**src/rtl/brd_pkg.sv**
```systemverilog
`timescale 1ns/1ps
package brd_pkg;
  localparam int SEL_N      = 9;
  localparam int SEL_RAM    = 0;
  localparam int SEL_PROM0  = 1;
  localparam int SEL_PROM1  = 2;
  localparam int SEL_SERIAL = 3;
  localparam int SEL_TIMER  = 4;
  localparam int SEL_PAGE   = 5;
  localparam int SEL_SEG    = 6;
  localparam int SEL_CTX    = 7;
  localparam int SEL_STAT   = 8;

  // control -> datapath strobes
  typedef struct packed {
    logic overlayOn;
    logic irqPass;
  } ctrlStrb_t;

  // datapath -> control strobes
  typedef struct packed {
    logic romWrite;
  } dpStrb_t;
endpackage

```
**src/rtl/brd_datapath.sv**
```systemverilog
`timescale 1ns/1ps
module brd_datapath
  import brd_pkg::*;
#(
  parameter int ADDR_W      = 24,
  parameter int REGION_LOG2 = 21,
  parameter int WIN_LOG2    = 18,
  parameter int IRQ_N       = 7,
  parameter logic [15:0] STATUS_VAL = 16'h1FFF
) (
  input  logic                      clk,
  input  logic                      rstN,
  input  logic                      busValid,
  input  logic                      busWrite,
  input  logic [ADDR_W-1:WIN_LOG2]  addrHi,
  input  logic [IRQ_N-1:0]          irqReq,
  input  ctrlStrb_t                 ctl,
  output dpStrb_t                   dp,
  output logic [SEL_N-1:0]          sel,
  output logic                      miss,
  output logic [15:0]               statusData,
  output logic [IRQ_N-1:0]          irqOut
);
  localparam int REG_W = ADDR_W - REGION_LOG2;

  logic [REG_W-1:0] region;
  logic             inWin;
  logic [IRQ_N-1:0] irqHold;

  assign region = addrHi[ADDR_W-1:REGION_LOG2];
  assign inWin  = (addrHi[REGION_LOG2-1:WIN_LOG2] == '0);

  always_comb begin
    sel  = '0;
    miss = 1'b0;
    if (busValid) begin
      case (int'(region))
        0: if (inWin) sel[ctl.overlayOn ? SEL_PROM0 : SEL_RAM] = 1'b1;
           else miss = 1'b1;
        1: if (inWin) sel[SEL_PROM0] = 1'b1; else miss = 1'b1;
        2: if (inWin) sel[SEL_PROM1] = 1'b1; else miss = 1'b1;
        3: sel[SEL_SERIAL] = 1'b1;
        4: sel[SEL_TIMER]  = 1'b1;
        5: sel[SEL_PAGE]   = 1'b1;
        6: sel[SEL_SEG]    = 1'b1;
        7: sel[busWrite ? SEL_CTX : SEL_STAT] = 1'b1;
        default: miss = 1'b1;
      endcase
    end
  end

  assign statusData  = sel[SEL_STAT] ? STATUS_VAL : 16'h0000;
  assign dp.romWrite = busValid && busWrite && inWin && (int'(region) == 1);

  always_ff @(posedge clk or negedge rstN) begin
    if (!rstN) irqHold <= '0;
    else       irqHold <= irqReq;
  end

  assign irqOut = ctl.irqPass ? irqHold : '0;

  a_r8_onehot: assert property (@(posedge clk) disable iff (!rstN)
    $onehot0(sel));
  a_r8_miss_excl: assert property (@(posedge clk) disable iff (!rstN)
    miss |-> (sel == '0));
  a_r8_idle: assert property (@(posedge clk) disable iff (!rstN)
    !busValid |-> (sel == '0 && !miss));
  a_r11_boot_hold: assert property (@(posedge clk) disable iff (!rstN)
    ctl.overlayOn |-> (irqOut == '0));
  a_r11_pass: assert property (@(posedge clk) disable iff (!rstN)
    (ctl.irqPass && $past(ctl.irqPass)) |-> (irqOut == $past(irqReq)));
endmodule

```
**src/rtl/brd_ctrl.sv**
```systemverilog
`timescale 1ns/1ps
module brd_ctrl
  import brd_pkg::*;
(
  input  logic      clk,
  input  logic      rstN,
  input  dpStrb_t   dp,
  input  logic      wrLsb,
  output ctrlStrb_t ctl,
  output logic      bootMode,
  output logic      parityEn
);
  logic bootQ;
  logic parityQ;

  always_ff @(posedge clk or negedge rstN) begin
    if (!rstN) begin
      bootQ   <= 1'b1;
      parityQ <= 1'b0;
    end else if (dp.romWrite) begin
      bootQ   <= 1'b0;
      parityQ <= wrLsb;
    end
  end

  assign ctl.overlayOn = bootQ;
  assign ctl.irqPass   = !bootQ;
  assign bootMode      = bootQ;
  assign parityEn      = parityQ;

  a_r9_exit: assert property (@(posedge clk) disable iff (!rstN)
    dp.romWrite |=> (!bootQ && parityQ == $past(wrLsb)));
  a_r9_no_reentry: assert property (@(posedge clk) disable iff (!rstN)
    !bootQ |=> !bootQ);
  a_r10_par_hold: assert property (@(posedge clk) disable iff (!rstN)
    !dp.romWrite |=> ($stable(parityQ) && $stable(bootQ)));
endmodule

```
**src/rtl/brd_boot_decoder.sv**
```systemverilog
`timescale 1ns/1ps
module brd_boot_decoder
  import brd_pkg::*;
#(
  parameter int ADDR_W      = 24,
  parameter int REGION_LOG2 = 21,
  parameter int WIN_LOG2    = 18,
  parameter int IRQ_N       = 7,
  parameter logic [15:0] STATUS_VAL = 16'h1FFF
) (
  input  logic                clk,
  input  logic                rstN,
  input  logic                busValid,
  input  logic                busWrite,
  input  logic [ADDR_W-1:0]   addr,
  input  logic                wrLsb,
  input  logic [IRQ_N-1:0]    irqReq,
  output logic [8:0]          selOut,
  output logic                decodeMiss,
  output logic [WIN_LOG2-1:0] winOffset,
  output logic [15:0]         statusData,
  output logic                bootMode,
  output logic                mmuEnable,
  output logic                parityEn,
  output logic [IRQ_N-1:0]    irqOut
);
  ctrlStrb_t ctl;
  dpStrb_t   dp;

  brd_datapath #(
    .ADDR_W(ADDR_W), .REGION_LOG2(REGION_LOG2), .WIN_LOG2(WIN_LOG2),
    .IRQ_N(IRQ_N), .STATUS_VAL(STATUS_VAL)
  ) u_dp (
    .clk(clk), .rstN(rstN), .busValid(busValid), .busWrite(busWrite),
    .addrHi(addr[ADDR_W-1:WIN_LOG2]), .irqReq(irqReq), .ctl(ctl), .dp(dp),
    .sel(selOut), .miss(decodeMiss), .statusData(statusData), .irqOut(irqOut)
  );

  brd_ctrl u_ctrl (
    .clk(clk), .rstN(rstN), .dp(dp), .wrLsb(wrLsb), .ctl(ctl),
    .bootMode(bootMode), .parityEn(parityEn)
  );

  assign winOffset = addr[WIN_LOG2-1:0];
  assign mmuEnable = !bootMode;
endmodule

```
**config.mk**
```make
export PLATFORM = sky130hd
export DESIGN_NAME = brd_boot_decoder
export DESIGN_NICKNAME = d
export VERILOG_FILES = /design/src/rtl/brd_pkg.sv /design/src/rtl/brd_datapath.sv /design/src/rtl/brd_ctrl.sv /design/src/rtl/brd_boot_decoder.sv
export SDC_FILE = /design/constraint.sdc
export NUM_CORES = 1
export LEC_CHECK = 0
export BUFFER_PORTS_ARGS = -buffer_cell sky130_fd_sc_hd__buf_2
export CAP_MARGIN = 20
export CORE_AREA = 2 2 49 51
export DETAILED_ROUTE_END_ITERATION = 8
export DIE_AREA = 0 0 51 53
export PLACE_DENSITY = 0.88
export SLEW_MARGIN = 15
export SYNTH_ARGS = -nofsm -noshare
export SYNTH_HDL_FRONTEND = slang
export SYNTH_SLANG_ARGS = --single-unit
```
**constraint.sdc**
```tcl
create_clock -name clk -period 3.5 [get_ports clk]
set_input_delay 0.525 -clock clk [delete_from_list [all_inputs] [get_ports clk]]
set_output_delay 0.525 -clock clk [all_outputs]
set_load 0.05 [all_outputs]
```
### Word-level counts from Yosys, hierarchy flattened

Cells that the tools add are included.

| storage, ports and cells | value |
|---|---|
| register bits | 9 |
| bits of input ports | 36 |
| output and inout port bits | 54 |

| cells by class | value |
|---|---|
| magnitude comparators | 4 |
| eq/ne operators | 8 |
| mux-type cells | 22 |
| reduce and logical (&&, ||, !) cells | 9 |

Operators with widths:

| kind | number |
|---|---|
| $ge 32x1->1 const B | 2 |
| $lt 32x6->1 const B | 2 |
| $mux 9 | 2 |
| $pmux 1 s3 | 6 |
| $mux 13 | 1 |
| $eq 3x3->1 const B | 4 |
| $eq 3x2->1 const B | 3 |
| $demux 1 s4 | 2 |
| $mux 1 | 7 |
| $mux 7 | 1 |
| $logic_not 3->1 | 2 |
| $logic_and 1x1->1 | 5 |
| $mux 4 | 1 |
| $pmux 2 s2 | 1 |
| $eq 3x1->1 const B | 1 |
| $reduce_or 3->1 | 1 |
| $pmux 1 s2 | 1 |
| $logic_not 1->1 | 1 |

### Logic depth before layout (Yosys ltp)

| logic depth | value |
|---|---|
| depth in word-level cells | 9 |
| mapped depth | 3 |
| depth with buffers taken out | 3 |

### Cells and area by module

A second synthesis with hierarchy kept.

| unflattened totals | value |
|---|---|
| cells, all modules | 79 |
| area, all modules | 705.7 um^2 |

Modules (own cells, without submodules):

| module | times used | cells each | area an instance (um^2) | sequential area each (um^2) |
|---|---|---|---|---|
| brd_datapath | 1 | 54 | 480.5 | 175.2 |
| brd_boot_decoder | 1 | 19 | 138.9 | 0.0 |
| brd_ctrl | 1 | 6 | 86.3 | 51.3 |

### Least setup slack after synthesis

No wires, ideal clock.

| timing | value |
|---|---|
| kind | input-to-output |
| start point | in addr[21] |
| end point | out statusData[0] |
| arrival time | 2.772 ns |
| path slack | 0.203 ns |
| stages on the path | 3 |
| buffers on the path | 1 |
| cells stage by stage | nand2_1 nor3_1 buf_4 |

| on the way | value |
|---|---|
| longest elaborated chain between the ends | 4 |
| elaborated cells between the ends (all ways) | 5 |

Ends and longest elaborated chain:

| item | line | text |
|---|---|---|
| start: declaration | brd_boot_decoder.sv:15 | `input logic [ADDR_W-1:0] addr,` |
| $eq 3x3->1 or $logic_not 3->1 (tied branches) | brd_datapath.sv:37 | `case (int'(region))` |
| $pmux 2 s2 * | brd_datapath.sv:37 |  |
| $mux 9 * | brd_datapath.sv:36 | `if (busValid) begin` |
| via selOut[8] | brd_boot_decoder.sv:18 | `output logic [8:0] selOut,` |
| $mux 13 * | brd_datapath.sv:52 | `assign statusData = sel[SEL_STAT] ? STATUS_VAL : 16'h0000;` |
| end: declaration | brd_boot_decoder.sv:21 | `output logic [15:0] statusData,` |

Mark *: on every way through the listed nets, which the timed path passes. The rest lies on a longest branch.

### Final worst setup path

| timing | value |
|---|---|
| start point | in addr[21] |
| end point | out statusData[10] |

| on the way | value |
|---|---|
| longest elaborated chain between the ends | 4 |
| elaborated cells between the ends (all ways) | 5 |

Ends and longest elaborated chain:

| item | line |
|---|---|
| $eq 3x3->1 or $logic_not 3->1 (tied branches) | brd_datapath.sv:37 |
| $pmux 2 s2 * | brd_datapath.sv:37 |
| $mux 9 * | brd_datapath.sv:36 |
| $mux 13 * | brd_datapath.sv:52 |

Every way passes the cells marked *; elsewhere a longest branch is shown, timed or not.

==> flow_metrics.tcl <==
set metrics [dict create \
    layout.cells.non_filler 124 \
    ant_nets 0 \
    initial_core_util_pct 31.4 \
    routedWlPerCell_um 10.0 \
    drv_cap 0 \
    min_path_type "in -> async" \
    rsz0062_at_grt "false" \
    synth_cell_types 18 \
    drive_above_1_share_pct 62.5 \
    clock-root-buffer "clkbuf_4" \
    cp-start-kind "input pin" \
    diodes 0 \
    cts_resized 0 \
    hold_viol 0 \
    synth_top_family_by_area "buffers and inverters" \
    rrSetupSlack_ns 2.64 \
    max_freq_ghz 0.411 \
    track_usage_pct 9.99 \
    synth_area_leader_cell "buf_4" \
    synth_mux_area_share_pct 2.23 \
    vias 523 \
    intPower_mw 0.172 \
    seqPwrFrac_pct 42.0 \
    yosysTopAreaCellShare_pct 37.8 \
    cts_setup_buffers 0 \
    synthTopCellsByArea "buf_4 (38%), dfrtp_1 (30%), nor2b_1 (6.5%)" \
    drv_slew 0 \
    nets 133 \
    ff2ff_path_depth 1 \
    final_cell_mix "buf_2 (50), dfrtp_1 (8), nor2b_1 (7), nor3_1 (5), nor2_1 (4)" \
    clock_path_buffers 2 \
    setup_viol 0 \
    yosys.area_share.simple_pct 24.1 \
    synth-edff-count 0 \
    r2r_end "u_ctrl.bootMode$_DFFE_PN1P_" \
    r2r-start "u_ctrl.bootMode$_DFFE_PN1P_" \
    numPlacedInstances 120 \
    p_leak_nw 0.438 \
    grt_max_degree 15 \
    drt_wl_total_um 1240 \
    chipWidth_um 51 \
    power.density_nw_per_um2 358 \
    cts_max_level 1 \
    dieArea_sq_um 2700 \
    cts_buffers 3 \
    avgViaCountPerCell 4.22 \
    path_max_fanout 14 \
    avgSynthCellArea_sq_um 8.99 \
    post-place-ws_ns 1.02 \
    post-route-min-period_ns 2.43 \
    grt_pass1_vias 456 \
    power_switching_mw 0.0909 \
    finalCritPeriodShare_pct 69.4 \
    synthAdderAreaFrac_pct 0 \
    setup_slack_ns 1.07 \
    seq_area_frac_synth_pct 33.6 \
    clk_latency_ns 0.25 \
    fin_skew_ns 0 \
    power_mw 0.263 \
    yosys_warnings 0 \
    antenna_found_initial 0 \
    ir_drop_mv 0.102 \
    status "finished clean" \
    clkTransAtPathRegs_ns 0.05 \
    syn-instance-count 75 \
    num_rows 17 \
    drcViolationCount 0 \
    drtPass1Iterations 3 \
    worstSetupEndpointType "output pin" \
    grt_pass1_wl_um 1880 \
    drt-initial-drc-count 1 \
    io_pins 90 \
    cp.arrival_ns 1.91 \
    p_clk_share_pct 28.6 \
    synth_compound_area_share_pct 0 \
    synth_xor_area_share_pct 0 \
    synthToLayoutAreaGrowth_pct 8.91 \
    async_flop_share_pct 100 \
    comb_power_share_pct 29.4 \
    synth_ff_type "dfrtp_1" \
    port_buffers 50 \
    routabilityCongestion 0.682 \
    clkSinkCount 9 \
    synth_area_sq_um 674 \
    die_h_um 53 \
    relSlewSlack_pct 41.8 \
    critPathKind "in -> out" \
    crit_required_ns 2.97 \
    p_sw_share_pct 34.5 \
    cts_tree "done" \
    cts_hold_buf 0 \
    core_area_sq_um 2150 \
    layout_commonest_cell "buf_2" \
    setup_tns_ns 0 \
    tightest_slew_ns 0.867 \
    ys_ff_latch 9 \
    hpwl_um 1050 \
    grt_overflow 0 \
]
==> power by group through the flow <==
stage | Sequential (mW) | Clock, mW | Combinational [mW]
after floorplan | 0.115 | 0 | 0.113
after global placement | 0.112 | 0 | 0.0766
after detailed placement | 0.112 | 0 | 0.0780
after CTS | 0.111 | 0.0789 | 0.0783
after global routing | 0.111 | 0.0805 | 0.0828
final | 0.111 | 0.0753 | 0.0774
==> metrics by stage <==
stage / cell area (sq um) / hold WS (ns) / utilization (%)
after CTS: 734 / 0.0972 / 34.2
after floorplan: 682 / 0.229 / -
after global placement: 708 / 0.373 / 33.0
final: 734 / 0.104 / 34.2
after detailed placement: 708 / 0.376 / 33.0
after global routing: 734 / 0.117 / 34.2
==> cells by family (layout without fill, tap and decap cells) <==
logic type    after synthesis  count (layout)
flops                       9               9
other cells                 1               3
simple gates               27              27
mux                         1               1
buf+inv                    37              56
==> layer usage <==
metal	share of wire, %	routed length [um]	up-vias	GRT usage [%]
li1	-	-	239	-
met1	30	376	222	8.58
met2	50	620	58	18.2
met3	16	200	4	1.98
met4	3.4	42	0	11.3
met5	0	0	-	0
==> critical path: stages <==
cell	delay, ns
buf_2	0.14
nand2_1	0.12
nor3_1	0.72
buf_2	0.40
==> worst max path at each step <==
| stage | start | endpoint | slack (ns) | cells after the start |
|---|---|---|---|---|
| 4_1_cts | addr[21] | selOut[8] | 1.02 | 4 |
| 6_report | addr[21] | statusData[10] | 1.07 | 4 |
| 2_1_floorplan | addr[21] | statusData[0] | 0.20 | 3 |
| 3_5_place_dp | addr[21] | selOut[8] | 1.02 | 4 |
| 3_3_place_gp | addr[21] | statusData[0] | 1.11 | 4 |
| 5_1_grt | addr[21] | statusData[0] | 0.84 | 4 |
==> state kept, by name, summed over array words and instances, names as in the netlist <==
name and cells:
u_ctrl.bootMode 1, u_ctrl.parityEn 1, u_dp.irqHold 7
==> cells in the mapped netlist, types with 2 or more instances <==
cell	instances
buf_4	34
nand2b_1	2
nor2_1	4
inv_1	2
dfrtp_1	8
nand2_1	3
nor3_1	5
nor2b_1	7
==> area by class of cell <==
class | instances | area, sq um
inverters | 2 | 7.51
well taps | 28 | 35.0
fillers | 230 | 1410
clock buffers | 4 | 26.3
multi-input cells | 31 | 189
repair buffers | 50 | 250
flip-flops and latches | 9 | 226
No activity file was read; power rests on OpenSTA's default activity.
